<file path="config.mk">
export PLATFORM = sky130hd
export DESIGN_NAME = sled_shift_ctrl
export DESIGN_NICKNAME = d
export VERILOG_FILES = /design/src/rtl/sled_pkg.sv /design/src/rtl/sled_regs.sv /design/src/rtl/sled_engine.sv /design/src/rtl/sled_shift_ctrl.sv
export SDC_FILE = /design/constraint.sdc
export NUM_CORES = 1
export LEC_CHECK = 0
export BUFFER_PORTS_ARGS = -buffer_cell sky130_fd_sc_hd__buf_4
export CELL_PAD_IN_SITES_DETAIL_PLACEMENT = 1
export CELL_PAD_IN_SITES_GLOBAL_PLACEMENT = 1
export CORE_MARGIN = 1
export CORE_UTILIZATION = 43
export CTS_BUF_LIST = sky130_fd_sc_hd__clkbuf_2 sky130_fd_sc_hd__clkbuf_4 sky130_fd_sc_hd__clkbuf_8
export DETAILED_ROUTE_END_ITERATION = 7
export HOLD_SLACK_MARGIN = 0.15
export PLACE_DENSITY_LB_ADDON = 0.1
export SETUP_SLACK_MARGIN = 0.4
export SLEW_MARGIN = 5
export SYNTH_ARGS = -nofsm -noshare
export SYNTH_HDL_FRONTEND = slang
export SYNTH_SLANG_ARGS = --single-unit
export TNS_END_PERCENT = 5
</file>
<file path="constraint.sdc">
create_clock -name clk -period 2.5 [get_ports clk]
set_input_delay 0.125 -clock clk [delete_from_list [all_inputs] [get_ports clk]]
set_output_delay 0.125 -clock clk [all_outputs]
set_load 0.02 [all_outputs]
</file>
<file path="src/rtl/sled_pkg.sv">
package sled_pkg;
  typedef enum logic [1:0] {
    REG_WORD   = 2'd0,
    REG_CLKDIV = 2'd1,
    REG_DELAY  = 2'd2,
    REG_MODE   = 2'd3
  } sled_reg_e;

  localparam int MODE_COMPAT_BIT = 0;
  localparam int MODE_PWM_BIT    = 1;
  localparam int MODE_W          = 2;
endpackage

</file>
<file path="src/rtl/sled_regs.sv">
module sled_regs
  import sled_pkg::*;
#(
  parameter int NBITS    = 17,
  parameter int DIVW     = 2,
  parameter int DLYW     = 4,
  parameter int DW       = 32,
  parameter int BUSY_BIT = 31
) (
  input  logic             clk,
  input  logic             rst,
  input  logic             wr_en,
  input  logic [1:0]       addr,
  input  logic [DW-1:0]    wdata,
  output logic [DW-1:0]    rdata,
  input  logic [NBITS-1:0] gen_i,
  input  logic             busy_i,
  output logic             start_o,
  output logic [NBITS-1:0] word_o,
  output logic [DIVW-1:0]  div_code_o,
  output logic [DLYW-1:0]  delay_o,
  output logic             compat_o
);
  logic [NBITS-1:0]  word_q;
  logic [DIVW-1:0]   div_q;
  logic [DLYW-1:0]   dly_q;
  logic [MODE_W-1:0] mode_q;
  logic              pwm_on, dir_start, pwm_start;

  assign pwm_on    = mode_q[MODE_PWM_BIT];
  assign dir_start = wr_en && (addr == REG_WORD) && !busy_i && !pwm_on;
  assign pwm_start = pwm_on && !busy_i && (gen_i != word_q);
  assign start_o   = dir_start || pwm_start;
  assign word_o    = dir_start ? wdata[NBITS-1:0] : gen_i;
  assign div_code_o = div_q;
  assign delay_o    = dly_q;
  assign compat_o   = mode_q[MODE_COMPAT_BIT];

  always_ff @(posedge clk) begin
    if (rst) begin
      word_q <= '0;
      div_q  <= '0;
      dly_q  <= '0;
      mode_q <= '0;
    end else begin
      if (wr_en) begin
        case (addr)
          REG_WORD:   if (dir_start) word_q <= wdata[NBITS-1:0];
          REG_CLKDIV: div_q <= wdata[DIVW-1:0];
          REG_DELAY:  dly_q <= wdata[DLYW-1:0];
          REG_MODE: begin
            if (!busy_i) begin
              mode_q <= wdata[MODE_W-1:0];
              if (wdata[MODE_PWM_BIT] && !pwm_on) word_q <= '0;
            end
          end
          default: ;
        endcase
      end
      if (pwm_start) word_q <= gen_i;
    end
  end

  always_comb begin
    rdata = '0;
    case (addr)
      REG_WORD: begin
        rdata[NBITS-1:0] = word_q;
        rdata[BUSY_BIT]  = busy_i;
      end
      REG_CLKDIV: rdata[DIVW-1:0]   = div_q;
      REG_DELAY:  rdata[DLYW-1:0]   = dly_q;
      REG_MODE:   rdata[MODE_W-1:0] = mode_q;
      default: ;
    endcase
  end

  // a data write during a shift leaves the word untouched
  assert_busy_write_ignored_R3: assert property (@(posedge clk) disable iff (rst)
    (wr_en && addr == REG_WORD && busy_i) |=> $stable(word_q));
  // a mode write during a shift leaves the mode untouched
  assert_mode_gate_R7: assert property (@(posedge clk) disable iff (rst)
    (wr_en && addr == REG_MODE && busy_i) |=> $stable(mode_q));
  // every start is taken by the engine
  assert_start_taken_R3: assert property (@(posedge clk) disable iff (rst)
    start_o |=> busy_i);
endmodule

</file>
<file path="src/rtl/sled_engine.sv">
module sled_engine #(
  parameter int NBITS = 17,
  parameter int DIVW  = 2,
  parameter int DLYW  = 4
) (
  input  logic             clk,
  input  logic             rst,
  input  logic             start_i,
  input  logic [NBITS-1:0] word_i,
  input  logic [DIVW-1:0]  div_code_i,
  input  logic [DLYW-1:0]  delay_i,
  input  logic             compat_i,
  output logic             busy_o,
  output logic             sclk_o,
  output logic             sdata_o,
  output logic             strobe_o
);
  localparam int MAXDIV = 4 << ((1 << DIVW) - 1);
  localparam int CNTW   = $clog2(MAXDIV);
  localparam int BIDXW  = $clog2(NBITS);
  localparam int WW     = ((CNTW > DLYW) ? CNTW : DLYW) + 1;

  logic [CNTW-1:0]  half_n, half_s, lead_s, cnt_q;
  logic [WW-1:0]    cap_w, dly_w, lead_w;
  logic [CNTW:0]    cnt_x, rise_pt, fall_pt, last_pt;
  logic [BIDXW-1:0] bidx_q;
  logic [NBITS-1:0] sh_q;
  logic             busy_q, sclk_q, sdata_q, strobe_q, compat_s;

  assign half_n = CNTW'(2) << div_code_i;
  assign cap_w  = WW'(half_n) - WW'(1);
  assign dly_w  = WW'(delay_i);
  assign lead_w = ((dly_w > cap_w) ? cap_w : dly_w) + WW'(1);

  assign cnt_x   = {1'b0, cnt_q};
  assign rise_pt = {1'b0, lead_s};
  assign fall_pt = rise_pt + {1'b0, half_s};
  assign last_pt = {half_s, 1'b0} - {{CNTW{1'b0}}, 1'b1};

  always_ff @(posedge clk) begin
    if (rst) begin
      busy_q   <= 1'b0;
      sclk_q   <= 1'b0;
      sdata_q  <= 1'b0;
      strobe_q <= 1'b0;
      compat_s <= 1'b0;
      sh_q     <= '0;
      cnt_q    <= '0;
      bidx_q   <= '0;
      half_s   <= '0;
      lead_s   <= '0;
    end else begin
      strobe_q <= 1'b0;
      if (!busy_q) begin
        sclk_q <= 1'b0;
        if (start_i) begin
          busy_q   <= 1'b1;
          sh_q     <= word_i;
          cnt_q    <= '0;
          bidx_q   <= '0;
          half_s   <= half_n;
          lead_s   <= CNTW'(lead_w);
          compat_s <= compat_i;
        end
      end else begin
        if (cnt_q == '0) begin
          sdata_q <= sh_q[NBITS-1];
          sh_q    <= sh_q << 1;
        end
        sclk_q <= (cnt_x >= rise_pt) && (cnt_x < fall_pt);
        if (cnt_x == last_pt) begin
          cnt_q <= '0;
          if (bidx_q == BIDXW'(NBITS - 1)) begin
            busy_q   <= 1'b0;
            strobe_q <= !compat_s;
          end else begin
            bidx_q <= bidx_q + 1'b1;
          end
        end else begin
          cnt_q <= cnt_q + 1'b1;
        end
      end
    end
  end

  assign busy_o   = busy_q;
  assign sclk_o   = sclk_q;
  assign sdata_o  = sdata_q;
  assign strobe_o = strobe_q;

  always_comb begin
    if (!rst) begin
      assert_bit_index_R2: assert (int'(bidx_q) < NBITS);
    end
  end
  // shift clock stays low once idle
  assert_sclk_rests_low_R4: assert property (@(posedge clk) disable iff (rst)
    (!busy_q && !$past(busy_q)) |-> !sclk_o);
  // data is held while the expander may sample
  assert_data_held_high_R5: assert property (@(posedge clk) disable iff (rst)
    sclk_o |-> $stable(sdata_o));
  // store pulse only at the end of a shift
  assert_strobe_at_end_R8: assert property (@(posedge clk) disable iff (rst)
    strobe_o |-> $fell(busy_o));
endmodule

</file>
<file path="src/rtl/sled_shift_ctrl.sv">
module sled_shift_ctrl #(
  parameter int NBITS    = 17,
  parameter int DIVW     = 2,
  parameter int DLYW     = 4,
  parameter int DW       = 32,
  parameter int BUSY_BIT = 31
) (
  input  logic             clk,
  input  logic             rst,
  input  logic             wr_en,
  input  logic [1:0]       addr,
  input  logic [DW-1:0]    wdata,
  output logic [DW-1:0]    rdata,
  input  logic [NBITS-1:0] gen_bits,
  output logic             sclk,
  output logic             sdata,
  output logic             strobe
);
  logic             busy, start, compat;
  logic [NBITS-1:0] word;
  logic [DIVW-1:0]  div_code;
  logic [DLYW-1:0]  delay;

  sled_regs #(.NBITS(NBITS), .DIVW(DIVW), .DLYW(DLYW), .DW(DW), .BUSY_BIT(BUSY_BIT)) u_regs (
    .clk(clk), .rst(rst), .wr_en(wr_en), .addr(addr), .wdata(wdata), .rdata(rdata),
    .gen_i(gen_bits), .busy_i(busy), .start_o(start), .word_o(word),
    .div_code_o(div_code), .delay_o(delay), .compat_o(compat)
  );

  sled_engine #(.NBITS(NBITS), .DIVW(DIVW), .DLYW(DLYW)) u_engine (
    .clk(clk), .rst(rst), .start_i(start), .word_i(word), .div_code_i(div_code),
    .delay_i(delay), .compat_i(compat), .busy_o(busy), .sclk_o(sclk),
    .sdata_o(sdata), .strobe_o(strobe)
  );
endmodule

</file>
## Word-level counts from Yosys, hierarchy flattened

Index checks and enable logic that the tools add are counted.

- Input port bits: 54
- Memories: 0
- Register bits: 67
- Bits in latches: 0
- Bits in writable memories: 0
- Word-level logic and storage cells: 90
- Bits in read-only memories: 0

- Div/mod/pow operators: 0
- Equality and inequality tests: 12
- Add/sub/neg operators: 6
- Multiplexer cells: 25
- Bitwise logic cells: 3
- $mul: 0
- Reductions and logical operators: 26
- Magnitude comparators: 3
- Shift-type cells: 1

Operators with widths:

| cell | count |
|---|---|
| $mux W17 | 9 |
| $mux W5 | 7 |
| $pmux W17 S2 | 1 |
| $ne A17 B17 Y1 | 1 |
| $add A5 B1 Y5 const B | 3 |
| $mux W13 | 1 |
| $reduce_and A2 Y1 | 5 |
| $pmux W2 S4 | 1 |
| $logic_and A1 B1 Y1 | 7 |
| $add A5 B5 Y6 | 1 |
| $eq A5 B6 Y1 | 1 |
| $gt A4 B6 Y1 | 1 |
| $lt A5 B6 Y1 | 1 |
| $ne A2 B2 Y1 const B | 3 |
| $ne A3 B1 Y1 const B | 2 |
| $reduce_and A3 Y1 | 2 |
| $sub A5 B1 Y6 const B | 1 |
| $sub A6 B1 Y6 const B | 1 |
| $eq A5 B5 Y1 const B | 1 |
| $ge A5 B5 Y1 | 1 |
| $logic_not A5 Y1 | 1 |
| $mux W1 | 5 |
| $reduce_and A5 Y1 | 1 |
| $shl A2 B2 Y5 const A | 1 |
| 12 further kinds | 18 |

## Logic depth before layout (Yosys ltp)

- Depth in word-level cells: 8
- Depth in mapped cells: 12
- Mapped depth without buffers: 11

## Cells and area by module

A second synthesis with hierarchy kept.

- Cells, all modules: 486
- Area, all modules: 4287.9 sq um

By module, submodules not included:

| module | cells each | instances | area an instance (sq um) |
|---|---|---|---|
| sled_engine | 268 | 1 | 2369.8 |
| sled_regs | 218 | 1 | 1918.1 |

## Worst setup path before layout

Ideal clock, no wire load.

- Path type: register -> register
- Start: register u_engine.half_s[1]
- End: register u_engine.sclk_q, in the netlist u_engine.sclk_o
- Required time: 2.363 ns
- Setup time: 0.137 ns
- Cell stages (with the launch flop): 10
- Slack: 0.395 ns
- Buffers on the path: 0
- Arrival time: 1.968 ns
- Path through: dfxtp_1 -> ha_1 -> inv_1 -> fa_1 -> xor2_1 -> ha_1 -> o21a_1 -> o21ai_0 -> a221oi_1 -> nor4_1

- Longest elaborated chain between the ends: 3

RTL lines:

| element | line | RTL |
|---|---|---|
| from (decl) | sled_engine.sv:23 | `logic [CNTW-1:0] half_n, half_s, lead_s, cnt_q;` |
| from (signal assigned) | sled_engine.sv:61 | `half_s <= half_n;` |
| $add A5 B5 Y6 | sled_engine.sv:37 | `assign fall_pt = rise_pt + {1'b0, half_s};` |
| $lt A5 B6 Y1 | sled_engine.sv:70 | `sclk_q <= (cnt_x >= rise_pt) && (cnt_x < fall_pt);` |
| $logic_and A1 B1 Y1 | sled_engine.sv:70 |  |
| to (signal assigned) | sled_engine.sv:70 |  |
| to (decl) | sled_engine.sv:28 | `logic busy_q, sclk_q, sdata_q, strobe_q, compat_s;` |

Every way passes these cells.
A chain may end at the register's enable or synchronous reset.

## Final worst setup path

Same ends and word-level chain as after synthesis.

==> results by group <==
CTS
  • Clock slew at reported path FFs: 80 ps
  • Worst-Skew Late Latency: 360 ps
  • CTS Sinks: 66
  • CTS buffer count: 9
  • Root buffer cell: clkbuf_8
  • H-tree depth: 3
  • CTS max path bufs: 2
  • TritonCTS clock tree: built

GRT
  • Total GRT Usage: 0.264
  • Initial antenna violation count: 0
  • Gr ovfl total: 0
  • Largest net degree at the start of global routing: 52
  • Global-route wire length before repair: 21.4 mm
  • Vias in the first global route: 4,200

Setup path
  • Crit Path Class: reg -> reg
  • Crit path DAT: 2360 ps
  • CP Max Fanout: 2
  • Nature of the critical path endpoint: flop
  • CP required: 2710 ps
  • Startpoint Class: flop

Layout
  • Layout Utilization: 0.557
  • Area grow syn2layout: 24.9%
  • Sequential cell area: 0.00133 sq mm
  • Final instance area: 0.00550 sq mm
  • Commonest cells after routing, fill and taps aside: buf_4 (77), dfxtp_1 (61), nand2_1 (37), nor2_1 (34), a211oi_1 (34)
  • Layout Nets: 662
  • Area of the multi-input gates: 0.00277 sq mm
  • Layout cells sized above 1: 0.216
  • Layout filler cell count: 1,149
  • Non-filler instance count after layout: 720
  • Commonest non-fill, non-tap cell in the layout: buf_4
  • Diode count: 0

Timing
  • Fin worst setup slack: 350 ps
  • Peak Freq: 465 MHz
  • RSZ-0062 raised after global routing: yes
  • Setup-failing EPs final: 0
  • Max_slew headroom: 0.565
  • Setup TNS: 0 ps
  • Final Hold Slack: 147 ps
  • Max-slew violations: 0
  • Final Cycle Share: 0.860
  • Final hold viol count: 0
  • Fin crit period: 2150 ps
  • Worst Tran Pin Value: 643 ps
  • Worst Skew: 11.7 ps

Synthesis
  • Post-synth EDFFs: 0
  • Avg Cell Area, Syn: 8.84 sq um
  • Post-synthesis register bit count: 66
  • Synth async-reset ratio: 0
  • Syn Std Cell Area: 0.00440 sq mm
  • Synth cell types: 64
  • Register area share after synthesis: 0.300
  • Top_reg_cell synth: dfxtp_1
  • Gate Count Post-Synth: 498
  • Yosys warns: 0

Detailed routing
  • Final wirelength: 13.6 mm
  • 1st-pass router iterations: 5
  • Drc violations: 0
  • Initial drt markers: 174
  • Number of vias per cell: 5.66
  • Via count: 4,074
  • Drt wl/cell: 18.8 um
  • Antenna-violating nets left: 0

Hold path
  • Hold/Removal Path Class: in -> reg

Outcome
  • Status: completed

Power
  • Leak: 2.13 nW
  • Max IR drop VDD: 280 uV
  • Total power: 2.82 mW
  • Power per Cell Area: 512 mW/mm^2

Place
  • # placed instances: 667
  • Hpwl dp: 8.91 mm
  • IO buf count: 59
  • Gpl congestion: 0.821
  • Cell Area, Placed: 0.00485 sq mm
  • Pre-CTS setup slack: 203 ps

Die
  • Die W: 103 um
  • Number of cell rows: 36
  • Die Height: 103 um
  • IO Count: 89
  • Die area: 0.0106 sq mm
  • Placeable Area: 0.00986 sq mm
  • Initial core utilization: 0.446

Job
  • Number of max-cap violations: 0
[logic make-up (layout without fill, tap and decap cells)]
group                    count (synthesis)  after routing  share of synthesized area
AO/OA/AOI/OAI                          114            114                      0.201
XOR/XNOR                                27             27                     0.0569
adder cells (fa/ha/maj)                 26             26                     0.0756
buffers and inverters                   77            153                     0.0952
flip-flops                              66             66                      0.300
multiplexers                            30             30                     0.0682
other                                    1             14                   0.000852
AND/OR/NAND/NOR                        157            157                      0.202
[critical path, stage by stage (launching register included)]
cell,delay [ps]
dfxtp_4,360
ha_4,160
inv_2,50
fa_2,440
ha_4,270
o21a_1,120
o21a_1,150
o21ai_2,80
a221oi_2,300
nor4_1,80
[cells in the mapped netlist (2+ instances only)]
| library cell | number | area share |
|---|---|---|
| dfxtp_1 | 66 | 0.30 |
| nand2_1 | 37 | 0.032 |
| a211oi_1 | 35 | 0.060 |
| nor2_1 | 34 | 0.029 |
| mux2i_1 | 30 | 0.068 |
| inv_1 | 26 | 0.022 |
| ha_1 | 25 | 0.071 |
| clkbuf_1 | 19 | 0.016 |
| nor3b_1 | 17 | 0.029 |
| xnor2_1 | 17 | 0.034 |
| and2_1 | 16 | 0.023 |
| buf_4 | 16 | 0.027 |
| o21a_1 | 16 | 0.027 |
| o221ai_1 | 15 | 0.030 |
| nand3_1 | 14 | 0.016 |
| a21oi_1 | 12 | 0.014 |
| xor2_1 | 9 | 0.018 |
| buf_2 | 7 | 0.0080 |
| nand4_1 | 7 | 0.0099 |
| a21o_1 | 6 | 0.010 |
| nor3_1 | 6 | 0.0068 |
| buf_6 | 5 | 0.013 |
| o31ai_1 | 5 | 0.0085 |
| a311oi_1 | 3 | 0.0060 |
| nand2b_1 | 3 | 0.0043 |
| nor3_2 | 3 | 0.0068 |
| o21ai_0 | 3 | 0.0034 |
| or3_1 | 3 | 0.0043 |
| a222oi_1 | 2 | 0.0045 |
| a22o_1 | 2 | 0.0040 |
| a41oi_1 | 2 | 0.0040 |
| nand3_2 | 2 | 0.0045 |
| nor2b_1 | 2 | 0.0028 |
| o22ai_1 | 2 | 0.0028 |
| o31a_1 | 2 | 0.0040 |
[worst paths after layout]
path | startpoint | endpoint | slack [ps] | cells past startpoint
min reg2reg | u_engine.compat_s | u_engine.strobe_o | 440 | 1
min | wdata[12] | u_engine.sh_q[12] | 150 | 3
max | u_engine.half_s[1] | u_engine.sclk_o | 350 | 9
max reg2reg | u_engine.half_s[1] | u_engine.sclk_o | 350 | 9
[report_power, final]
| part | leakage, nW | internal [mW] | switching, mW |
|---|---|---|---|
| Sequential | 0.540 | 1.11 | 0.0556 |
| Combinational | 1.48 | 0.285 | 0.345 |
| Clock | 0.105 | 0.559 | 0.459 |
| Total | 2.13 | 1.96 | 0.860 |
[final cells by class]
cell class                 instances  area share
timing repair buffer             109       0.163
inverter                          28      0.0205
clock buffer                       9      0.0225
clock inverter                     7      0.0171
multi-input combinational        368       0.504
tap                              133      0.0303
sequential                        66       0.242
[layer usage]
metal | track usage | up-vias | part of all wire
met3 | 0.0491 | 14 | 0.032
li1 | - | 1923 | -
met5 | 0 | - | 0
met1 | 0.329 | 2040 | 0.45
met2 | 0.468 | 97 | 0.51
met4 | 0.0704 | 0 | 0.0095
[flip-flops by register name, summed over array words and instances, names as in the netlist]
name,cells
u_engine.sh_q,17
u_regs.word_q,17
u_engine.bidx_q,5
u_engine.cnt_q,5
u_engine.lead_s,5
u_engine.half_s,4
u_regs.delay_o,4
u_regs.div_code_o,2
u_regs.mode_q,2
u_engine.busy_o,1
u_engine.compat_s,1
u_engine.sclk_o,1
u_engine.sdata_o,1
u_engine.strobe_o,1
[what timing repair did]
| item | CTS | global route |
|---|---|---|
| endpoints found under the hold margin | 36 | 0 |
| hold buffers | 32 | 0 |
| pin swaps | 3 | 7 |
| buffers inserted | 3 | 2 |
| gates resized for setup | 9 | 10 |
| setup endpoints to repair | 21 | 36 |
No activity file was read; power rests on OpenSTA's default activity.
